===== src/rtl/hdlc_rx_pkg.sv =====
package hdlc_rx_pkg;

   localparam logic [15:0] CRC_INIT     = 16'hFFFF;
   localparam logic [15:0] CRC_POLY_REV = 16'h8408;
   localparam logic [15:0] CRC_GOOD     = 16'hF0B8;

   // Classification of one line bit after flag and stuffing analysis
   typedef enum logic [1:0] {
      EV_NONE  = 2'd0,
      EV_DATA  = 2'd1,
      EV_FLAG  = 2'd2,
      EV_ABORT = 2'd3
   } line_ev_e;

   // One step of the reflected CRC-CCITT shift register
   function automatic logic [15:0] crc_step(input logic [15:0] c, input logic b);
      logic fb;
      fb = c[0] ^ b;
      return fb ? ((c >> 1) ^ CRC_POLY_REV) : (c >> 1);
   endfunction

endpackage


===== src/rtl/hdlc_destuff.sv =====
module hdlc_destuff
   import hdlc_rx_pkg::*;
#(
   parameter int FLAG_ONES = 6
) (
   input  logic     clk,
   input  logic     rst_n,
   input  logic     clr,
   input  logic     bit_valid,
   input  logic     bit_in,
   output line_ev_e ev,
   output logic     dbit
);
   localparam int RUN_W = $clog2(FLAG_ONES + 2);
   localparam logic [RUN_W-1:0] RUN_FLAG  = RUN_W'(FLAG_ONES);
   localparam logic [RUN_W-1:0] RUN_STUFF = RUN_W'(FLAG_ONES - 1);
   localparam logic [RUN_W-1:0] RUN_SAT   = RUN_W'(FLAG_ONES + 1);

   initial begin
      if (FLAG_ONES < 2) $error("FLAG_ONES must be at least 2");
   end

   logic [RUN_W-1:0] ones_q;

   always_comb begin
      ev   = EV_NONE;
      dbit = bit_in;
      if (bit_valid) begin
         if (bit_in) ev = (ones_q == RUN_FLAG) ? EV_ABORT : EV_DATA;
         else if (ones_q == RUN_FLAG) ev = EV_FLAG;
         else if (ones_q == RUN_STUFF) ev = EV_NONE;
         else ev = EV_DATA;
      end
   end

   always_ff @(posedge clk or negedge rst_n) begin
      if (!rst_n) ones_q <= '0;
      else if (clr) ones_q <= '0;
      else if (bit_valid) begin
         if (!bit_in) ones_q <= '0;
         else if (ones_q != RUN_SAT) ones_q <= ones_q + 1'b1;
      end
   end

   assert_abort_saturates_R8: assert property (@(posedge clk) disable iff (!rst_n)
      (ev == EV_ABORT && !clr) |=> ones_q == RUN_SAT);

   assert_flag_restarts_run_R2: assert property (@(posedge clk) disable iff (!rst_n)
      (ev == EV_FLAG) |=> ones_q == '0);

endmodule


===== src/rtl/hdlc_bit_delay.sv =====
module hdlc_bit_delay #(
   parameter int DEPTH = 7
) (
   input  logic clk,
   input  logic rst_n,
   input  logic flush,
   input  logic in_valid,
   input  logic in_bit,
   output logic out_valid,
   output logic out_bit
);
   localparam int FILL_W = $clog2(DEPTH + 1);
   localparam logic [FILL_W-1:0] FILL_MAX = FILL_W'(DEPTH);

   initial begin
      if (DEPTH < 1) $error("DEPTH must be at least 1");
   end

   logic [DEPTH-1:0]  pipe_q;
   logic [DEPTH-1:0]  pipe_nx;
   logic [FILL_W-1:0] fill_q;

   generate
      if (DEPTH == 1) begin : g_single
         assign pipe_nx = in_bit;
      end else begin : g_chain
         assign pipe_nx = {pipe_q[DEPTH-2:0], in_bit};
      end
   endgenerate

   assign out_valid = in_valid && !flush && (fill_q == FILL_MAX);
   assign out_bit   = pipe_q[DEPTH-1];

   always_ff @(posedge clk or negedge rst_n) begin
      if (!rst_n) begin
         pipe_q <= '0;
         fill_q <= '0;
      end else if (flush) begin
         fill_q <= '0;
      end else if (in_valid) begin
         pipe_q <= pipe_nx;
         if (fill_q != FILL_MAX) fill_q <= fill_q + 1'b1;
      end
   end

   assert_flush_holds_back_R4: assert property (@(posedge clk) disable iff (!rst_n)
      flush |=> !out_valid);

endmodule


===== src/rtl/hdlc_framer.sv =====
module hdlc_framer
   import hdlc_rx_pkg::*;
#(
   parameter int BYTE_W      = 8,
   parameter int CRC_W       = 16,
   parameter int ACCEPT_TEST = 1
) (
   input  logic              clk,
   input  logic              rst_n,
   input  logic              hunt,
   input  logic              flag,
   input  logic              abort,
   input  logic              bit_valid,
   input  logic              bit_in,
   input  logic [BYTE_W-1:0] station_addr,
   output logic              out_valid,
   output logic [BYTE_W-1:0] out_data,
   output logic              out_sof,
   output logic              out_eof,
   output logic              out_crc_err,
   output logic              out_addr_hit
);
   localparam int HOLD  = CRC_W / BYTE_W;
   localparam int CNT_W = $clog2(HOLD + 2);
   localparam int BIT_W = $clog2(BYTE_W);
   localparam logic [CNT_W-1:0] CNT_HOLD = CNT_W'(HOLD);
   localparam logic [CNT_W-1:0] CNT_FULL = CNT_W'(HOLD + 1);
   localparam logic [BIT_W-1:0] BIT_LAST = BIT_W'(BYTE_W - 1);

   initial begin
      if (CRC_W != 16) $error("CRC_W must be 16");
      if ((BYTE_W & (BYTE_W - 1)) != 0) $error("BYTE_W must be a power of two");
      if (CRC_W % BYTE_W != 0) $error("CRC_W must be a multiple of BYTE_W");
   end

   logic              in_frame;
   logic [BYTE_W-1:0] shreg;
   logic [BIT_W-1:0]  bitcnt;
   logic [CNT_W-1:0]  nbytes;
   logic [15:0]       crc_q;
   logic              addr_hit_q;
   logic [BYTE_W-1:0] hold_q [HOLD];

   logic [BYTE_W-1:0] new_byte;
   logic              byte_done;
   logic              test_hit;
   logic              addr_hit_now;
   logic              delivering;

   assign new_byte   = {bit_in, shreg[BYTE_W-1:1]};
   assign byte_done  = bit_valid && in_frame && (bitcnt == BIT_LAST);
   assign delivering = in_frame && (nbytes == CNT_FULL);

   generate
      if (ACCEPT_TEST != 0) begin : g_test_addr
         assign test_hit = (new_byte == '0);
      end else begin : g_no_test_addr
         assign test_hit = 1'b0;
      end
   endgenerate

   assign addr_hit_now = (new_byte == station_addr) || (&new_byte) || test_hit;

   always_ff @(posedge clk or negedge rst_n) begin
      if (!rst_n) begin
         in_frame     <= 1'b0;
         shreg        <= '0;
         bitcnt       <= '0;
         nbytes       <= '0;
         crc_q        <= CRC_INIT;
         addr_hit_q   <= 1'b0;
         for (int i = 0; i < HOLD; i++) hold_q[i] <= '0;
         out_valid    <= 1'b0;
         out_data     <= '0;
         out_sof      <= 1'b0;
         out_eof      <= 1'b0;
         out_crc_err  <= 1'b0;
         out_addr_hit <= 1'b0;
      end else begin
         out_valid    <= 1'b0;
         out_sof      <= 1'b0;
         out_eof      <= 1'b0;
         out_crc_err  <= 1'b0;
         out_addr_hit <= 1'b0;
         if (hunt || abort) begin
            if (delivering) begin
               out_eof      <= 1'b1;
               out_crc_err  <= 1'b1;
               out_addr_hit <= addr_hit_q;
            end
            in_frame <= 1'b0;
         end else if (flag) begin
            if (delivering) begin
               out_eof      <= 1'b1;
               out_crc_err  <= (crc_q != CRC_GOOD) || (bitcnt != '0);
               out_addr_hit <= addr_hit_q;
            end
            in_frame <= 1'b1;
            bitcnt   <= '0;
            nbytes   <= '0;
            crc_q    <= CRC_INIT;
         end else if (bit_valid && in_frame) begin
            crc_q  <= crc_step(crc_q, bit_in);
            bitcnt <= bitcnt + 1'b1;
            shreg  <= new_byte;
            if (byte_done) begin
               hold_q[0] <= new_byte;
               for (int i = 1; i < HOLD; i++) hold_q[i] <= hold_q[i-1];
               if (nbytes >= CNT_HOLD) begin
                  out_valid <= 1'b1;
                  out_data  <= hold_q[HOLD-1];
                  out_sof   <= (nbytes == CNT_HOLD);
               end
               if (nbytes != CNT_FULL) nbytes <= nbytes + 1'b1;
               if (nbytes == '0) addr_hit_q <= addr_hit_now;
            end
         end
      end
   end

   assert_hunt_silent_R1: assert property (@(posedge clk) disable iff (!rst_n)
      !in_frame |=> !out_valid);

   assert_sof_with_byte_R10: assert property (@(posedge clk) disable iff (!rst_n)
      out_sof |-> out_valid);

   assert_eof_alone_R10: assert property (@(posedge clk) disable iff (!rst_n)
      out_eof |-> !out_valid);

   assert_eof_after_delivery_R11: assert property (@(posedge clk) disable iff (!rst_n)
      out_eof |-> $past(nbytes) == CNT_FULL);

   assert_status_only_at_eof_R5: assert property (@(posedge clk) disable iff (!rst_n)
      (out_crc_err || out_addr_hit) |-> out_eof);

endmodule


===== src/rtl/hdlc_rx_filter.sv =====
module hdlc_rx_filter
   import hdlc_rx_pkg::*;
#(
   parameter int BYTE_W      = 8,
   parameter int CRC_W       = 16,
   parameter int FLAG_ONES   = 6,
   parameter int ACCEPT_TEST = 1
) (
   input  logic              clk,
   input  logic              rst_n,
   input  logic              enable,
   input  logic              hunt_cmd,
   input  logic              bit_valid,
   input  logic              bit_in,
   input  logic [BYTE_W-1:0] station_addr,
   output logic              out_valid,
   output logic [BYTE_W-1:0] out_data,
   output logic              out_sof,
   output logic              out_eof,
   output logic              out_crc_err,
   output logic              out_addr_hit
);
   // Bits of a flag that are taken as data before the flag is recognised
   localparam int LOOKAHEAD = FLAG_ONES + 1;

   initial begin
      if (BYTE_W != 8) $error("address field is fixed at 8 bits");
   end

   line_ev_e ev;
   logic     dbit;
   logic     hunt;
   logic     is_flag;
   logic     is_abort;
   logic     dl_valid;
   logic     dl_bit;

   assign hunt     = !enable || hunt_cmd;
   assign is_flag  = (ev == EV_FLAG);
   assign is_abort = (ev == EV_ABORT);

   hdlc_destuff #(.FLAG_ONES(FLAG_ONES)) u_destuff (
      .clk       (clk),
      .rst_n     (rst_n),
      .clr       (!enable),
      .bit_valid (bit_valid),
      .bit_in    (bit_in),
      .ev        (ev),
      .dbit      (dbit)
   );

   hdlc_bit_delay #(.DEPTH(LOOKAHEAD)) u_delay (
      .clk       (clk),
      .rst_n     (rst_n),
      .flush     (hunt || is_flag || is_abort),
      .in_valid  (ev == EV_DATA),
      .in_bit    (dbit),
      .out_valid (dl_valid),
      .out_bit   (dl_bit)
   );

   hdlc_framer #(
      .BYTE_W      (BYTE_W),
      .CRC_W       (CRC_W),
      .ACCEPT_TEST (ACCEPT_TEST)
   ) u_framer (
      .clk          (clk),
      .rst_n        (rst_n),
      .hunt         (hunt),
      .flag         (is_flag),
      .abort        (is_abort),
      .bit_valid    (dl_valid),
      .bit_in       (dl_bit),
      .station_addr (station_addr),
      .out_valid    (out_valid),
      .out_data     (out_data),
      .out_sof      (out_sof),
      .out_eof      (out_eof),
      .out_crc_err  (out_crc_err),
      .out_addr_hit (out_addr_hit)
   );

endmodule


===== config.mk =====
export PLATFORM = sky130hd
export DESIGN_NAME = hdlc_rx_filter
export DESIGN_NICKNAME = d
export VERILOG_FILES = /design/src/rtl/hdlc_rx_pkg.sv /design/src/rtl/hdlc_destuff.sv /design/src/rtl/hdlc_bit_delay.sv /design/src/rtl/hdlc_framer.sv /design/src/rtl/hdlc_rx_filter.sv
export SDC_FILE = /design/constraint.sdc
export NUM_CORES = 1
export LEC_CHECK = 0
export BUFFER_PORTS_ARGS = -buffer_cell sky130_fd_sc_hd__buf_2
export CAP_MARGIN = 20
export CORE_MARGIN = 2
export CORE_UTILIZATION = 53
export CTS_BUF_LIST = sky130_fd_sc_hd__clkbuf_4 sky130_fd_sc_hd__clkbuf_8 sky130_fd_sc_hd__clkbuf_16
export DETAILED_ROUTE_END_ITERATION = 8
export PLACE_DENSITY = 0.81
export SKIP_LAST_GASP = 1
export SLEW_MARGIN = 25
export SYNTH_ARGS = -nofsm -noshare
export SYNTH_HDL_FRONTEND = slang
export SYNTH_SLANG_ARGS = --single-unit

===== constraint.sdc =====
create_clock -name clk -period 1.9 [get_ports clk]
set_input_delay 0.095 -clock clk [delete_from_list [all_inputs] [get_ports clk]]
set_output_delay 0.095 -clock clk [all_outputs]
set_load 0.005 [all_outputs]

==> impl_metrics.json <==
{
  "numCtsBuffers": 9,
  "area_growth_pct": 14.8,
  "grt_util_met3_pct": 3.91,
  "path_clk_slew_ps": 80,
  "power.total_mw": 2.95,
  "r2r_setup_slack_ps": 90,
  "setup_viol": 0,
  "hold_viol": 0,
  "rows": 28,
  "r2r_start": "u_destuff.ones_q[0]",
  "slowest_stage": "dfrtp_1",
  "status": "complete, no violations",
  "yosys_warnings": 0,
  "yosysTopAreaCell": "dfrtp_1",
  "hold_path_class": "input port to register",
  "clock_skew_ps": 10.8,
  "die_y_um": 82.5,
  "worst-path-buf-inv": 3,
  "critPathMaxFanout": 26,
  "cp.required_ps": 2130,
  "port_buffers": 26,
  "synth.avg_cell_area_um2": 13.6,
  "dpl.hpwl_mm": 3.97,
  "synth_nets": 267,
  "coreArea_mm2": 0.00592,
  "cts_tree": "done",
  "crit_family": "buffers and inverters",
  "dr.pass1.iters": 4,
  "num_antenna_cells": 0,
  "tightest_slew_ps": 515,
  "tns_ps": 0,
  "leakagePower_nw": 1.88,
  "io_pins": 27,
  "max_freq_ghz": 0.553,
  "drt-total-wl_mm": 5.60,
  "htreeDepth": 3,
  "drive_above_1_share_pct": 38.5,
  "synth_enable_flop_cells": 0,
  "crit_type": "register to register",
  "antenna_found_initial": 0,
  "whs_endpoint": "u_destuff.ones_q[0]",
  "crit_path_start_kind": "register",
  "ir_worst_vdd_mv": 0.595,
  "post_drt_wl_per_cell_um": 15.5,
  "synth_cells": 241,
  "grt_pass1_vias": 1977,
  "synth.top_cell.area_share_pct": 42.9,
  "die_w_um": 82.5,
  "yosysUniqueCellTypes": 39,
  "clkLatencyLatePin_ps": 340,
  "postCtsSetupRepairBufs": 0,
  "via_per_inst": 5.44,
  "fp.dieArea_mm2": 0.00681,
  "clockBufferDepth": 2,
  "power_density_mw_per_mm2": 786,
  "slew_headroom_pct": 65.6,
  "ys_seq_area_share_pct": 55.8,
  "timing.final.crit_share_pct": 95.1,
  "period_needed_ps": 1810,
  "place.gp.congestion": 0.765,
  "cts.sinks": 72,
  "r2r_end": "u_framer.shreg[1]",
  "rsz0062_at_grt": "yes",
  "worst_path_largest_cell_delay_ps": 410,
  "grtUsageMet2_pct": 30.7,
  "yosys_most_used_dff": "dfrtp_1",
  "syn-cell-area_mm2": 0.00327,
  "grt_max_degree": 52,
  "busiest_layer": "met2",
  "synthTopCellsByArea": "dfrtp_1 (43%), dfstp_2 (13%), mux2_2 (9.7%), ha_1 (4.6%), o22a_1 (4.3%)",
  "dr_total_vias": 1963,
  "fillers": 450,
  "cp-end-kind": "register",
  "grt_pass1_wl_mm": 9.32,
  "overflow": 0,
  "crit_start": "u_destuff.ones_q[0]",
  "async_flop_share_pct": 100,
  "drv_slew": 0,
  "final_nets": 307,
  "grtUsageTotal_pct": 18.7,
  "ant_nets": 0,
  "path_cells": "inv_1 > ha_1 > a21boi_4 > buf_4 > nand4_4 > buf_12 > mux2_2",
  "drt_iter0_drc": 79,
  "start_util_pct": 55.2,
  "max_cap_violations": 0,
  "cp.arrival_ps": 2030,
  "drc_errors": 0,
  "root_buffer": "clkbuf_8",
  "rr_worst_depth": 7,
  "hp-start": "enable",
  "holdPathStages": 2,
  "grt_use_met1_pct": 23.1,
  "synth-seq-cells": 72
}
==> through the flow <==
step	setup slack [ps]	instance area (µm²)	hold WS [ps]	util, %	cells
2_1_floorplan	94.6	3270	-201	-	241
3_3_place_gp	111	3550	88.7	59.9	344
3_5_place_dp	53.8	3550	93.9	59.9	344
4_1_cts	49.9	3740	23.2	63.1	361
5_1_grt	-4.03	3750	32.8	63.3	361
6_report	92.3	3750	35.1	63.3	361
==> worst max-delay path by stage <==
stage / cells past startpoint / endpoint
3_5_place_dp: 6 / u_framer.hold_q[8]
6_report: 7 / u_framer.shreg[1]
2_1_floorplan: 6 / u_framer.out_data[0]
4_1_cts: 6 / u_framer.hold_q[8]
3_3_place_gp: 6 / u_framer.hold_q[6]
5_1_grt: 7 / u_framer.nbytes[1]
==> cell usage after synthesis (2+ instances only) <==
library cell and count:
nor4b_1 3, o21ai_0 2, dfrtp_1 56, nor4_1 3, nand2b_1 2, mux2_2 28, or4_1 2, o22a_1 16
buf_2 2, a21oi_1 5, dfstp_2 16, nand4_1 2, and3_1 2, nand4b_1 2, mux2_4 9, ha_1 12
clkbuf_1 2, nand3b_1 3, inv_1 12, nor2b_1 5, xor2_1 12, mux2i_1 4, o22ai_1 3, and2_1 2
buf_6 2, nand4_4 2, nand3_1 4, nand2_1 9, nor2_1 9
==> worst reg2reg max path: cells and delay by family (launching register included) <==
family                   cells  cell delay [ps]
buffers and inverters        3              420
AO/OA/AOI/OAI                1              230
adder cells (fa/ha/maj)      1              240
flip-flops                   1              410
AND/OR/NAND/NOR              1              120
multiplexers                 1              280
==> registers in the layout, summed over array words and instances (netlist names), 2 cells and up <==
register and cells:
u_framer.nbytes 2, u_destuff.ones_q 3, u_framer.crc_q 16, u_framer.out_data 8, u_framer.bitcnt 3, u_delay.fill_q 3, u_framer.shreg 7, u_delay.pipe_q 7
u_framer.hold_q 16
==> area by class of cell <==
class	count	area (µm²)	area share (%)
sequential	72	1820	48.6
multi-input combinational	151	1360	36.4
tap	75	93.8	2.50
clock inverter	6	43.8	1.17
clock buffer	10	138	3.67
inverter	12	45.0	1.20
timing repair buffer	35	241	6.44
==> metal layers <==
metal  part of all wire, %  up-vias
met5                     0        -
met4                   1.9        0
met3                   3.6        8
met2                    50       33
met1                    45      982
li1                      -      940
==> what timing repair did <==
action                     in CTS  in global routing
hold endpoints to repair       14                  0
gates resized for setup         0                  2
hold buffers                    1                  0
setup endpoints to repair       0                 16
==> power breakdown <==
| group | switching [mW] | total (mW) | leakage, nW | internal [mW] |
|---|---|---|---|---|
| clock network | 0.574 | 1.09 | 0.0926 | 0.513 |
| logic | 0.106 | 0.209 | 0.873 | 0.103 |
| registers | 0.0544 | 1.65 | 0.917 | 1.60 |
==> layout by cell type, fill, tap and decap left out, types with 9 or more instances in the layout <==
| master | instances |
|---|---|
| dfstp_2 | 16 |
| mux2_2 | 28 |
| mux2_4 | 9 |
| dfrtp_1 | 56 |
| nor2_1 | 9 |
| inv_1 | 12 |
| ha_1 | 12 |
| nand2_1 | 9 |
| xor2_1 | 12 |
| clkbuf_8 | 10 |
| buf_2 | 26 |
| o22a_1 | 16 |
==> logic make-up (layout without fill, tap and decap cells) <==
group / after synthesis / after routing / share of synthesized area [%]
buffers and inverters: 18 / 63 / 2.61
xor gates and xnor gates: 12 / 12 / 3.22
muxes: 41 / 41 / 15.0
AOI/OAI and AO/OA: 31 / 31 / 7.47
and+or+nand+nor: 55 / 55 / 11.3
DFF: 72 / 72 / 55.8
adders and majority gates: 12 / 12 / 4.60
No activity file was read; power rests on OpenSTA's default activity.
